### config.mk
export PLATFORM = sky130hd
export DESIGN_NAME = cam_sel_ctrl
export DESIGN_NICKNAME = d
export VERILOG_FILES = /design/src/rtl/cam_sel_pkg.sv /design/src/rtl/cam_cmd_decode.sv /design/src/rtl/cam_sel_regs.sv /design/src/rtl/cam_full_chain.sv /design/src/rtl/cam_rd_gate.sv /design/src/rtl/cam_sel_ctrl.sv
export SDC_FILE = /design/constraint.sdc
export NUM_CORES = 1
export LEC_CHECK = 0
export BUFFER_PORTS_ARGS = -buffer_cell sky130_fd_sc_hd__buf_2
export CORE_MARGIN = 2
export CORE_UTILIZATION = 33
export CTS_CLUSTER_DIAMETER = 30
export DETAILED_ROUTE_END_ITERATION = 12
export GPL_TIMING_DRIVEN = 0
export SLEW_MARGIN = 5
export SYNTH_ARGS = -nofsm -noshare
export SYNTH_HDL_FRONTEND = slang
export SYNTH_SLANG_ARGS = --single-unit
### constraint.sdc
create_clock -name clk -period 5.45 [get_ports clk]
set_clock_uncertainty 0.1 [all_clocks]
set_input_delay 1.09 -clock clk [delete_from_list [all_inputs] [get_ports clk]]
set_output_delay 1.09 -clock clk [all_outputs]
set_load 0.05 [all_outputs]
### src/rtl/cam_sel_pkg.sv
package cam_sel_pkg;

   localparam int TGT_W = 2;

   typedef enum logic [TGT_W-1:0] {
      TGT_CTRL = 2'd0,
      TGT_DSEL = 2'd1,
      TGT_PAGE = 2'd2,
      TGT_NONE = 2'd3
   } tgt_e;

   typedef enum logic [1:0] {
      CYC_IDLE    = 2'd0,
      CYC_CMD_WR  = 2'd1,
      CYC_DATA_WR = 2'd2,
      CYC_READ    = 2'd3
   } cyc_e;

endpackage

### src/rtl/cam_cmd_decode.sv
module cam_cmd_decode
   import cam_sel_pkg::*;
#(
   parameter int              DW         = 16,
   parameter int              OPW        = 8,
   parameter logic [OPW-1:0]  OP_TARGET  = 'h02,
   parameter logic [OPW-1:0]  OP_SETFULL = 'h07
) (
   input  logic          clk,
   input  logic          rst_n,
   input  logic          ce_n,
   input  logic          cmd_n,
   input  logic          we_n,
   input  logic [DW-1:0] bus,
   output logic          data_wr,
   output logic          sff_cmd,
   output tgt_e          tgt
);

   localparam int MIDW = DW - OPW - TGT_W;

   cyc_e             cyc;
   logic [OPW-1:0]   op;
   logic [MIDW-1:0]  mid;
   logic [TGT_W-1:0] tsel;
   logic             cmd_wr;
   logic             is_target;

   always_comb begin
      if (ce_n)            cyc = CYC_IDLE;
      else if (we_n)       cyc = CYC_READ;
      else if (!cmd_n)     cyc = CYC_CMD_WR;
      else                 cyc = CYC_DATA_WR;
      cmd_wr    = (cyc == CYC_CMD_WR);
      data_wr   = (cyc == CYC_DATA_WR);
      op        = bus[DW-1 -: OPW];
      mid       = bus[TGT_W +: MIDW];
      tsel      = bus[TGT_W-1:0];
      is_target = cmd_wr && (op == OP_TARGET) && (mid == '0);
      sff_cmd   = cmd_wr && (op == OP_SETFULL) && (mid == '0) && (tsel == '0);
   end

   always_ff @(posedge clk or negedge rst_n) begin
      if (!rst_n)
         tgt <= TGT_NONE;
      else if (is_target)
         tgt <= tgt_e'(tsel);
      else if (cmd_wr || data_wr)
         tgt <= TGT_NONE;
   end

endmodule

### src/rtl/cam_sel_regs.sv
module cam_sel_regs
   import cam_sel_pkg::*;
#(
   parameter int             DW      = 16,
   parameter logic [DW-1:0]  PA_INIT = '0
) (
   input  logic          clk,
   input  logic          rst_n,
   input  logic          data_wr,
   input  tgt_e          tgt,
   input  logic [DW-1:0] bus,
   input  logic          chain_active,
   output logic [DW-1:0] ds_q,
   output logic [DW-1:0] pa_q,
   output logic          dev_sel,
   output logic          soft_rst
);

   localparam logic [DW-1:0] ALL_ONES = '1;

   logic wr_ok;
   logic ds_we;
   logic pa_we;

   always_comb begin
      dev_sel  = (ds_q == ALL_ONES) || (ds_q == pa_q);
      wr_ok    = data_wr && dev_sel;
      ds_we    = wr_ok && (tgt == TGT_DSEL);
      pa_we    = wr_ok && (tgt == TGT_PAGE) && chain_active && (bus != ALL_ONES);
      soft_rst = wr_ok && (tgt == TGT_CTRL) && (bus == '0);
   end

   always_ff @(posedge clk or negedge rst_n) begin
      if (!rst_n)
         ds_q <= ALL_ONES;
      else if (ds_we)
         ds_q <= bus;
   end

   always_ff @(posedge clk or negedge rst_n) begin
      if (!rst_n)
         pa_q <= PA_INIT;
      else if (pa_we)
         pa_q <= bus;
   end

endmodule

### src/rtl/cam_full_chain.sv
module cam_full_chain #(
   parameter bit CHAIN_EN = 1'b1
) (
   input  logic clk,
   input  logic rst_n,
   input  logic soft_rst,
   input  logic sff_cmd,
   input  logic dev_sel,
   input  logic prev_full_n,
   output logic chain_active,
   output logic full_n,
   output logic casc_full_n
);

   logic full_q;
   logic full_d;
   logic prev_full;

   generate
      if (CHAIN_EN) begin : g_chain
         assign prev_full = !prev_full_n;
      end else begin : g_alone
         logic unused_prev;
         assign unused_prev = prev_full_n;
         assign prev_full   = 1'b1;
      end
   endgenerate

   always_comb begin
      chain_active = prev_full && !full_q;
      if (soft_rst)
         full_d = 1'b0;
      else if (sff_cmd && dev_sel && chain_active)
         full_d = 1'b1;
      else
         full_d = full_q;
   end

   always_ff @(posedge clk or negedge rst_n) begin
      if (!rst_n) begin
         full_q      <= 1'b0;
         casc_full_n <= 1'b1;
      end else begin
         full_q      <= full_d;
         casc_full_n <= !(full_d && prev_full);
      end
   end

   assign full_n = !full_q;

endmodule

### src/rtl/cam_rd_gate.sv
module cam_rd_gate #(
   parameter int DW = 16
) (
   input  logic          clk,
   input  logic          rst_n,
   input  logic [DW-1:0] ds_q,
   input  logic [DW-1:0] pa_q,
   input  logic          match_in,
   output logic          rd_en_n
);

   localparam logic [DW-1:0] ALL_ONES = '1;

   logic own_page;
   logic bcast_hit;

   always_comb begin
      own_page  = (ds_q == pa_q);
      bcast_hit = (ds_q == ALL_ONES) && match_in;
   end

   always_ff @(posedge clk or negedge rst_n) begin
      if (!rst_n)
         rd_en_n <= 1'b1;
      else
         rd_en_n <= !(own_page || bcast_hit);
   end

endmodule

### src/rtl/cam_sel_ctrl.sv
module cam_sel_ctrl
   import cam_sel_pkg::*;
#(
   parameter int             DW         = 16,
   parameter int             OPW        = 8,
   parameter logic [OPW-1:0] OP_TARGET  = 'h02,
   parameter logic [OPW-1:0] OP_SETFULL = 'h07,
   parameter logic [DW-1:0]  PA_INIT    = '0,
   parameter bit             CHAIN_EN   = 1'b1
) (
   input  logic          clk,
   input  logic          rst_n,
   input  logic          ce_n,
   input  logic          cmd_n,
   input  logic          we_n,
   input  logic [DW-1:0] bus,
   input  logic          prev_full_n,
   input  logic          match_in,
   output logic          full_n,
   output logic          casc_full_n,
   output logic          rd_en_n
);

   generate
      if (DW < OPW + TGT_W + 1) begin : g_bad_width
         $error("cam_sel_ctrl: DW too small for opcode and target fields");
      end
      if (OP_TARGET == OP_SETFULL) begin : g_bad_opcode
         $error("cam_sel_ctrl: opcodes must differ");
      end
      if (PA_INIT == {DW{1'b1}}) begin : g_bad_page
         $error("cam_sel_ctrl: PA_INIT must not be all ones");
      end
   endgenerate

   logic          data_wr;
   logic          sff_cmd;
   tgt_e          tgt;
   logic [DW-1:0] ds_q;
   logic [DW-1:0] pa_q;
   logic          dev_sel;
   logic          soft_rst;
   logic          chain_active;

   cam_cmd_decode #(
      .DW(DW), .OPW(OPW), .OP_TARGET(OP_TARGET), .OP_SETFULL(OP_SETFULL)
   ) u_dec (
      .clk(clk), .rst_n(rst_n), .ce_n(ce_n), .cmd_n(cmd_n), .we_n(we_n),
      .bus(bus), .data_wr(data_wr), .sff_cmd(sff_cmd), .tgt(tgt)
   );

   cam_sel_regs #(
      .DW(DW), .PA_INIT(PA_INIT)
   ) u_regs (
      .clk(clk), .rst_n(rst_n), .data_wr(data_wr), .tgt(tgt), .bus(bus),
      .chain_active(chain_active), .ds_q(ds_q), .pa_q(pa_q),
      .dev_sel(dev_sel), .soft_rst(soft_rst)
   );

   cam_full_chain #(
      .CHAIN_EN(CHAIN_EN)
   ) u_full (
      .clk(clk), .rst_n(rst_n), .soft_rst(soft_rst), .sff_cmd(sff_cmd),
      .dev_sel(dev_sel), .prev_full_n(prev_full_n),
      .chain_active(chain_active), .full_n(full_n), .casc_full_n(casc_full_n)
   );

   cam_rd_gate #(
      .DW(DW)
   ) u_rd (
      .clk(clk), .rst_n(rst_n), .ds_q(ds_q), .pa_q(pa_q),
      .match_in(match_in), .rd_en_n(rd_en_n)
   );

endmodule

### Yosys cells after proc, flatten, opt, wreduce, memory -nomap -nowiden

Index checks and enable logic that the tools add are counted.

* output and inout bits: 3
* register bits after elaboration: 37
* input port bits: 23

* reduce and logical (&&, ||, !) cells: 29
* multiplexer cells: 7
* equal/unequal tests: 9

Operator list (count)
* logical AND 1 bit: 17
* == test 16 bit: 1
* == test 16 bit (second input constant): 1
* logical NOT 16 bit: 1
* != test 16 bit (second input constant): 1
* two-way mux 2 bit: 5
* == test 8 x 2 -> 1 bit (second input constant): 1
* == test 8 x 3 -> 1 bit (second input constant): 1
* logical NOT 6 bit: 1
* == test 2 x 1 -> 1 bit (second input constant): 2
* == test 2 bit (second input constant): 2
* logical NOT 1 bit: 4
* logical NOT 2 bit: 2
* logical OR 1 bit: 3
* two-way mux 1 bit: 2
* nonzero test 2 bit: 1

### Logic depth before layout (Yosys ltp)

Gate-level depths: netlist (run 1).

* word-level depth: 13
* mapped depth: 6
* mapped depth without buffers: 5

### By module

Synthesis (run 1) repeated with hierarchy kept, for this count alone.

* cell total of the unflattened synthesis: 162
* area, all modules: 2021.9 um^2

Modules (own cells, without submodules)
* cam_sel_regs: instances 1, sequential area each 820.8 um^2, cells each 110, area an instance 1554.0 um^2
* cam_rd_gate: instances 1, sequential area each 26.3 um^2, cells each 28, area an instance 235.2 um^2
* cam_cmd_decode: instances 1, sequential area each 52.6 um^2, cells each 16, area an instance 150.1 um^2
* cam_full_chain: instances 1, sequential area each 51.3 um^2, cells each 8, area an instance 82.6 um^2

### Least setup slack after synthesis (run 1)

OpenSTA, ideal clock, no wires.

* path type: input to register
* start point: in ce_n
* end point: reg u_regs.pa_q[10]
* cell stages on the path: 5
* data required time: 5225 ps
* arrival time: 2282 ps
* slack: 2943 ps
* cell sequence: nor2_1 and2_1 o2111ai_4 buf_6 mux2_4

* longest elaborated chain between the ends: 6

RTL lines
* start: declaration: RTL line cam_sel_ctrl.sv:13 `input logic ce_n,`
* two-way mux 2 bit: RTL line cam_cmd_decode.sv:30 `if (ce_n) cyc = CYC_IDLE;`
* == test 2 bit: RTL line cam_cmd_decode.sv:35 `data_wr = (cyc == CYC_DATA_WR);`
* logical AND 1 bit: RTL line cam_sel_regs.sv:27 `wr_ok = data_wr && dev_sel;`
* logical AND 1 bit (3 in a row): RTL line cam_sel_regs.sv:29 `pa_we = wr_ok && (tgt == TGT_PAGE) && chain_active && (bus != ALL_ONES);`
* end signal: assignment: RTL line cam_sel_regs.sv:44 `pa_q <= bus;`
* end: declaration: RTL line cam_sel_regs.sv:14 `output logic [DW-1:0] pa_q,`

No other way between the ends.
A chain may end at the register's enable or synchronous reset.

### Worst setup path after layout (run 1)

* start point: in ce_n
* end point: reg u_regs.pa_q[11]

The elaborated chain is that of the path after synthesis.

==> flow_summary_export.csv, run 1 <==
group,metric,value,unit
outcome,status,"finished clean",
timing,rsz0062_at_grt,"false",
floorplanning,placementRows,27,
worst_setup_path,path_max_fanout,10,
clock_tree,cts_tree,"done",
worst_setup_path,timing.critical_path.from_type,"input pin",
power_and_ir_drop,ir_drop,0.194,mV
floorplanning,fp.dieH,79.8,um
timing,setup_viol_count_final,0,
yosys,yosysWarnings,0,
timing,slew_headroom,0.449,
placed_design,io_buffers,25,
drt,dr.pass1.iters,4,
timing,post-route-min-period,2.52,ns
timing,worstMarginPinSlew,0.826,ns
placed_design,gp_congestion,0.777,
yosys,avgSynthCellArea,13.6,um2
power_and_ir_drop,power.total,843,uW
yosys,syn_nets,162,
global_routing,grt_pass1_vias,1291,
floorplanning,initial_core_util,0.342,
timing,hold_violations,0,
floorplanning,core_region_area,0.00554,mm2
yosys,syn-instance-count,139,
layout,area_delta_synth_final,15.9,%
drt,drcViolationCount,0,
yosys,synth-async-reset-ratio,1.00,
worst_setup_path,crit_arrival,2.60,ns
worst_setup_path,worstSetupStartpoint,"ce_n",
yosys,netlist_top_cells_count,"dfstp_2, mux2_4, dfrtp_1",
clock_tree,clock_sinks,37,
worst_setup_path,rr_startpoint,"u_regs.ds_q[3]",
global_routing,grt_antenna_before_repair,0,
global_routing,grt_usage,0.136,
clock_tree,postCtsSetupBuffers,0,
yosys,synth_cell_types,26,
floorplanning,pin_count,26,
timing,max_freq,0.396,GHz
clock_tree,cts_resized,0,
worst_setup_path,crit_type,"input pin to register",
global_routing,grt_pass1_wl,6.60,mm
timing,hold_slack,0.432,ns
drt,avgViaCountPerCell,4.93,
timing,slew_violations,0,
clock_tree,clockBufferDepth,2,
drt,drt-total-wl,3.93,mm
layout,multi_input_area,916,um2
yosys,yosysTopAreaCell,"dfstp_2",
global_routing,grt.overflow.total,0,
yosys,synth_edf_count,0,
yosys,synth-main-ff-cell,"dfstp_2",
timing,post-route-period-util,0.463,
drt,ant_nets,0,
timing,fin_tns_setup,0,ns
worst_setup_path,endpoint_kind,"register",
drt,wl_per_cell,16.1,um
yosys,synth_area,0.00190,mm2
min_path,min_path_type,"register to register",
drt,vias,1204,
layout,diodes,0,
layout,ff_latch_area,951,um2
power_and_ir_drop,total_leakage_power,0.000944,uW
floorplanning,fp.dieW,79.8,um
clock_tree,clk-insertion-delay-late,0.29,ns
layout,drive_gt1_frac,0.529,
layout,nets,194,
yosys,synth-seq-cells,37,
floorplanning,die_area,0.00637,mm2
drt,drt_iter0_drc,25,
clock_tree,cts_made_buffers,5,
yosys,synth.top_cells.by_area,"dfstp_2, dfrtp_1, mux2_4",
clock_tree,htreeDepth,2,
layout,fillers,554,
yosys,yosysTopAreaCellShare,0.277,
job,maxCapViolations,0,
clock_tree,cts-root-buf,"clkbuf_8",
clock_tree,holdBufCountCts,0,
yosys,seq_area_frac_synth,0.501,
power_and_ir_drop,powerDensity,383,mW/mm2
global_routing,grt_max_degree,38,
layout,finalCoreUtilization,0.397,
worst_setup_path,cp.required,5.52,ns
clock_tree,clk_pin_slew,0.07,ns
min_path,hp-start,"u_regs.pa_q[4]",
## report_power, final
part           internal [uW]  total, uW  leakage [uW]  switching (uW)
combinational            122        226      0.000457             104
sequential               372        426      0.000443            53.6
clock                   88.3        191     0.0000439             103
## state kept, by name, summed over array words and instances, names as in the netlist
signal and cells:
u_regs.ds_q 16, u_regs.pa_q 16, u_dec.tgt 2, u_full.casc_full_n 1, u_full.full_q 1, u_rd.rd_en_n 1
## cells by family (layout without fill, tap and decap cells)
logic type	Yosys count	after routing	share of synthesized area
xor gates and xnor gates	16	16	0.0739
and+or+nand+nor	41	41	0.129
muxes	32	32	0.230
AOI/OAI and AO/OA	9	9	0.0501
buffers and inverters	4	37	0.0158
DFF	37	37	0.501
## per-layer routing
layer	wire length [um]	global-route usage	vias up
met5	0	0	-
met4	43	0.0305	0
met3	116	0.0373	6
met2	1870	0.227	16
met1	1900	0.176	607
li1	-	-	575
## path summary, 6_finish.rpt
| path | endpoint | cells after the start | slack [ns] |
|---|---|---|---|
| max | u_regs.pa_q[11] | 6 | 2.93 |
| min | u_regs.pa_q[4] | 1 | 0.43 |
| max reg2reg | u_regs.pa_q[11] | 6 | 2.96 |
| min reg2reg | u_regs.pa_q[4] | 1 | 0.43 |
| max in group asynchronous | u_regs.pa_q[11] | 1 | 3.93 |
| min in group asynchronous | u_regs.pa_q[0] | 1 | 0.79 |
## placed cells by master, fill, tap and decap left out, drive strengths merged, types with 2 or more instances in the layout
cell type and n:
clkinv 2, dfrtp 17, nand3 4, o2111ai 2, a21oi 2, xnor2 16, o21ai 2, nor4 5
nor2 9, dfstp 20, nand4 11, mux2 32, buf 27, or2 2, inv 2, clkbuf 5
nand2 2, nor3 4
## critical path: stages
cell and delay [ns]:
buf_2 0.09, nor2_1 0.31, and2_1 0.30, o2111ai_4 0.25, buf_6 0.25, mux2_4 0.30
## metrics by stage
step                      instances  area (um2)  setup slack [ns]
final                           244        2200              2.93
after global routing            244        2200              2.84
after CTS                       244        2200              2.93
after detailed placement        236        2110              2.63
after global placement          236        2110              2.64
after floorplan                 139        1900              2.94
## final cells by class
type / count / area share
Tap cell: 72 / 0.0410
Inverter: 2 / 0.00341
Buffer: 2 / 0.0102
Clock inverter: 3 / 0.00797
Clock buffer: 5 / 0.0313
Sequential cell: 37 / 0.433
Timing Repair Buffer: 25 / 0.0569
Multi-Input combinational cell: 98 / 0.417
Power figures use the tool's default switching activity.
==> run 2: changes to the inputs <==
Settings changed: ABC_AREA from default to 1.
Clock period 5.45 ns to 2.4 ns, I/O delays scaled along.
==> run 2 against run 1 <==
Net effect: first-iteration DRC count increased to 4.1 times the previous value; setup slack got worse by 2.5 ns; clock-buffer cell count increased by 2; highest routed layer unchanged; power increased by 84%; global-route usage increased by 2.1 points; largest power group unchanged; routed wire length increased by 38%; die area increased by 14%.
==> flow_summary_export.csv, run 2 <==
group,metric,value,unit
yosys,synthAdderAreaFrac,0,
clock_tree,clock_sinks,37,
yosys,syn-instance-count,306,
clock_tree,cts_made_buffers,5,
layout,drive_gt1_frac,0.209,
clock_tree,holdBufCountCts,0,
placed_design,dp_cells,408,
worst_setup_path,r2r_setup_slack,0.43,ns
yosys,synth_compound_area_frac,0.0155,
drt,avgViaCountPerCell,4.95,
yosys,yosysTopAreaCellShare,0.241,
yosys,yosysMostFrequentCell,"nand2_1",
timing,hold_violations,0,
yosys,synth-main-ff-cell,"dfstp_2",
drt,drcViolationCount,0,
clock_tree,cts_resized,0,
floorplanning,core_region_area,0.00639,mm2
power_and_ir_drop,power.total,1550,uW
yosys,synth-async-reset-ratio,1.00,
yosys,synthSimpleGateAreaFrac,0.441,
drt,wl_per_cell,13.1,um
layout,layout_commonest_cell,"nand2_1",
floorplanning,die_area,0.00727,mm2
clock_tree,cts_tree,"done",
layout,nets,361,
clock_tree,cts-root-buf,"clkbuf_8",
clock_tree,htreeDepth,2,
global_routing,grt_usage,0.157,
clock_tree,clockBufferDepth,2,
placed_design,gp_congestion,0.839,
worst_setup_path,timing.critical_path.from_type,"register",
power_and_ir_drop,total_leakage_power,0.00127,uW
worst_setup_path,endpoint_kind,"register",
yosys,synth-seq-cells,37,
yosys,yosysWarnings,0,
worst_setup_path,crit_type,"register to register",
yosys,syn_nets,329,
timing,setup_ws,0.427,ns
yosys,synth_area,0.00218,mm2
yosys,synth.top_cells.by_area,"dfstp_2, nand2_1, dfrtp_1",
yosys,synth.area.mux_share,0,
yosys,seq_area_frac_synth,0.436,
timing,post-route-period-util,0.822,
power_and_ir_drop,powerDensity,619,mW/mm2
floorplanning,placementRows,29,
worst_setup_path,crit_arrival,2.05,ns
yosys,synth_top_family_by_area,"simple AND/OR/NAND/NOR gates",
min_path,min_path_type,"input pin to async pin",
drt,vias,2059,
drt,drt_iter0_drc,103,
clock_tree,clk-insertion-delay-late,0.29,ns
global_routing,grt_antenna_before_repair,0,
clock_tree,clk_pin_slew,0.07,ns
floorplanning,initial_core_util,0.341,
worst_setup_path,cp.required,2.48,ns
timing,rsz0062_at_grt,"false",
drt,dr.pass1.iters,4,
global_routing,grt_pass1_vias,1928,
drt,drt-total-wl,5.44,mm
timing,worstMarginPinSlew,0.828,ns
power_and_ir_drop,ir_drop,0.344,mV
floorplanning,fp.dieH,85.3,um
yosys,netlist_top_cells_count,"nand2_1, inv_1, nand4_1",
worst_setup_path,path_max_fanout,10,
worst_setup_path,rr_worst_depth,12,
global_routing,grt_pass1_wl,9.07,mm
layout,final_cell_mix,"nand2_1, inv_1, nand4_1",
worst_setup_path,rr_startpoint,"u_regs.ds_q[6]",
floorplanning,fp.dieW,85.3,um
clock_tree,postCtsSetupBuffers,0,
yosys,synth_cell_types,23,
job,maxCapViolations,0,
drt,ant_nets,0,
timing,fin_tns_setup,0,ns
timing,slew_violations,0,
floorplanning,pin_count,26,
placed_design,dp_slack,0.421,ns
worst_setup_path,timing.rr.end,"u_regs.pa_q[10]",
yosys,avgSynthCellArea,7.12,um2
timing,post-route-min-period,1.97,ns
timing,setup_viol_count_final,0,
layout,area_delta_synth_final,14.8,%
yosys,synth_xor_area_frac,0,
worst_setup_path,worstSetupStartpoint,"u_regs.ds_q[6]",
timing,max_freq,0.507,GHz
global_routing,grt.overflow.total,0,
layout,top_regs,"u_regs.ds_q (16), u_regs.pa_q (16), u_dec.tgt (2)",
timing,slew_headroom,0.448,
placed_design,io_buffers,25,
yosys,yosysTopAreaCell,"dfstp_2",
layout,diodes,0,
layout,fillers,686,
global_routing,grt_max_degree,38,
outcome,status,"finished clean",
yosys,synth_edf_count,0,
placed_design,dp_hpwl,4.06,mm
layout,fin_cells,416,
## run 2: layout make-up
type,count,area (um2),share of cell area
buffer,10,68.8,0.0275
timing repair buffer,25,125,0.0500
clock inverter,1,5.00,0.00200
tap,77,96.3,0.0385
multi-input combinational,215,995,0.397
clock buffer,7,96.3,0.0385
sequential,37,951,0.380
inverter,44,165,0.0660
## run 2: kinds of logic after synthesis
logic type      Yosys count
compound gates            4
simple gates            211
buf+inv                  54
flops                    37
## run 2: worst max-delay path by stage
stage | end | cells past startpoint
5_1_grt | u_regs.pa_q[7] | 12
3_5_place_dp | u_regs.pa_q[10] | 12
6_report | u_regs.pa_q[10] | 12
2_1_floorplan | u_regs.pa_q[10] | 9
3_3_place_gp | u_regs.pa_q[10] | 10
4_1_cts | u_regs.pa_q[10] | 12
## run 2: worst max-delay path: stages, from the launching register on
cell     delay, ns
dfstp_2       0.56
inv_1         0.05
nand2_1       0.05
nand2_1       0.05
nor2_1        0.15
nand2_1       0.11
nor2_2        0.13
nand2_2       0.08
nand2_4       0.14
nand3_4       0.14
buf_6         0.19
nand2_1       0.06
nand2_1       0.05
## run 2: metrics by stage
step / cell area, um2 / util / hold WS [ns]
global route: 2500 / 0.392 / 0.255
finish: 2500 / 0.392 / 0.187
floorplan: 2180 / - / 0.0844
CTS: 2500 / 0.392 / 0.218
detailed placement: 2400 / 0.376 / 0.370
global placement: 2400 / 0.376 / 0.369
## run 2: power by group
part	switching, uW	internal [uW]	leakage [uW]	total [uW]
Sequential	24.7	678	0.000440	702
Combinational	255	111	0.000774	367
Clock	220	260	0.0000542	479
Total	500	1050	0.00127	1550
## run 2: metal layers
layer  part of all wire  vias to the layer above  global-route usage
li1                   -                     1038                   -
met1               0.46                      955               0.212
met2               0.47                       57               0.256
met3              0.055                        9              0.0272
met4              0.013                        0              0.0534
met5                  0                        -                   0
==> run 3: changes to the inputs <==
Settings changed: ABC_AREA 1 to 0.
Clock period 2.4 ns to 1.8 ns, I/O delays scaled along.
==> run 3 against run 2 <==
Net effect: the flow now finishes with violations (setup timing); sequential power is 84% higher; non-clock buffer count is 10 higher; critical path depth is 4 lower; largest power group unchanged; sequential share of layout area is 1.3 points higher; largest cell class unchanged; via count is 37% lower; die area is 12% lower; global-route usage is 0.62 points lower; clock-buffer cell count is 2 lower; highest routed layer unchanged; critical path type unchanged.
==> flow_summary_export.csv, run 3 (synthesized netlist as in run 1, its figures left out) <==
group,metric,value,unit
clock_tree,htreeDepth,2,
placed_design,dp_cells,236,
timing,max_freq,0.439,GHz
floorplanning,fp.dieH,79.8,um
placed_design,dp_hpwl,2.90,mm
job,maxCapViolations,0,
layout,final_cell_mix,"buf_2, mux2_4, dfstp_2",
timing,hold_violations,0,
global_routing,grt_pass1_vias,1451,
layout,area_delta_synth_final,27.5,%
placed_design,dpl_cell_area,0.00212,mm2
timing,setup_ws,-0.477,ns
timing,rsz0062_at_grt,"true",
clock_tree,cts_made_buffers,5,
worst_setup_path,crit_arrival,2.40,ns
power_and_ir_drop,powerDensity,1140,mW/mm2
floorplanning,initial_core_util,0.342,
min_path,min_path_type,"input pin to async pin",
outcome,status,"finished with violations",
global_routing,grt_pass1_wl,7.28,mm
clock_tree,cts-root-buf,"clkbuf_8",
layout,nets,212,
layout,drive_gt1_frac,0.595,
placed_design,gp_congestion,0.849,
layout,finalInstanceArea,0.00242,mm2
drt,avgViaCountPerCell,4.98,
drt,ant_nets,0,
floorplanning,core_region_area,0.00554,mm2
clock_tree,clockBufferDepth,2,
clock_tree,clk-insertion-delay-late,0.30,ns
worst_setup_path,timing.critical_path.from_type,"register",
placed_design,io_buffers,25,
floorplanning,die_area,0.00637,mm2
timing,slew_violations,0,
global_routing,grt_antenna_before_repair,0,
floorplanning,pin_count,26,
drt,drcViolationCount,0,
layout,top_regs,"u_regs.ds_q (16), u_regs.pa_q (16), u_dec.tgt (2)",
worst_setup_path,cp.required,1.92,ns
timing,post-route-min-period,2.28,ns
drt,dr.pass1.iters,4,
drt,vias,1304,
timing,setup_viol_count_final,34,
outcome,violations,"setup timing",
clock_tree,clock_sinks,37,
worst_setup_path,endpoint_kind,"register",
clock_tree,holdBufCountCts,0,
drt,wl_per_cell,16.2,um
clock_tree,clk_pin_slew,0.07,ns
global_routing,grt_usage,0.151,
drt,drt-total-wl,4.24,mm
timing,slew_headroom,0.453,
worst_setup_path,crit_type,"register to register",
power_and_ir_drop,total_leakage_power,0.00109,uW
global_routing,grt.overflow.total,0,
power_and_ir_drop,ir_drop,0.463,mV
drt,drt_iter0_drc,47,
layout,fin_cells,262,
timing,post-route-period-util,1.27,
clock_tree,cts_tree,"done",
global_routing,grt_max_degree,38,
floorplanning,placementRows,27,
worst_setup_path,path_max_fanout,10,
timing,worstMarginPinSlew,0.820,ns
floorplanning,fp.dieW,79.8,um
layout,diodes,0,
layout,layout_commonest_cell,"buf_2",
[run 3: changes by cell type in the layout (fill, tap and decap cells not counted), moves of 3 or more]
cell     delta
nand4_1    -30
nand2_1   -119
nor4_1      +3
xnor2_1    +12
mux2_4     +20
xnor2_2     +4
nor2_1     -22
inv_1      -39
buf_4      +11
buf_2       -4
mux2_2     +12
[run 3: worst paths after layout]
path	end	cells past startpoint	startpoint	slack [ns]
worst max-delay path	u_regs.ds_q[1]	8	u_regs.ds_q[2]	-0.48
worst min-delay path	u_full.full_q	1	rst_n	0.05
worst max register to register	u_regs.ds_q[1]	8	u_regs.ds_q[2]	-0.48
min in group clk	u_rd.rd_en_n	2	match_in	0.10
max in group asynchronous	u_regs.pa_q[3]	1	rst_n	1.03
worst min register to register	u_regs.pa_q[15]	1	u_regs.pa_q[15]	0.43
[run 3: per-layer routing]
layer	track usage	part of all wire
met5	0	0
met4	0.0475	0.016
met3	0.0407	0.037
met2	0.249	0.48
met1	0.193	0.47
[run 3: layout make-up]
cell class / instances / area, um2
inverter: 2 / 7.51
tap: 72 / 90.1
buffer: 2 / 40.0
multi-input combinational: 98 / 955
clock buffer: 5 / 68.8
fill: 531 / 3120
clock inverter: 3 / 17.5
sequential: 37 / 951
timing repair buffer: 43 / 289
[run 3: worst max-delay path, cell delays in order, from the launching register on]
cell and delay, ns:
dfstp_2 0.55, xnor2_1 0.12, nand4_1 0.21, nor4_4 0.30, buf_4 0.17, buf_4 0.12
o2111ai_4 0.15, buf_12 0.19, mux2_4 0.30
[run 3: report_power, final]
group	total, uW	switching, uW	internal [uW]
Sequential	1290	159	1130
Combinational	897	380	517
Clock	577	309	267
[run 3: what timing repair did]
action,CTS,global route
hold endpoints to repair,0,0
pin swaps,10,5
buffers inserted,16,1
gates resized for setup,11,2
endpoints found under the setup margin,34,35
gates cloned,1,0
[run 3: through the flow]
stage / power, uW / util / hold WS (ns) / worst slack, ns / TNS, ns
after CTS: 2770 / 0.435 / 0.0816 / -0.440 / -13.43
after global routing: 2910 / 0.437 / 0.0964 / -0.552 / -17.33
after floorplan: 1810 / - / -0.0356 / -0.379 / -9.10
after detailed placement: 1990 / 0.383 / 0.405 / -0.686 / -18.67
final: 2760 / 0.437 / 0.0526 / -0.477 / -14.82
after global placement: 1980 / 0.383 / 0.406 / -0.691 / -19.02
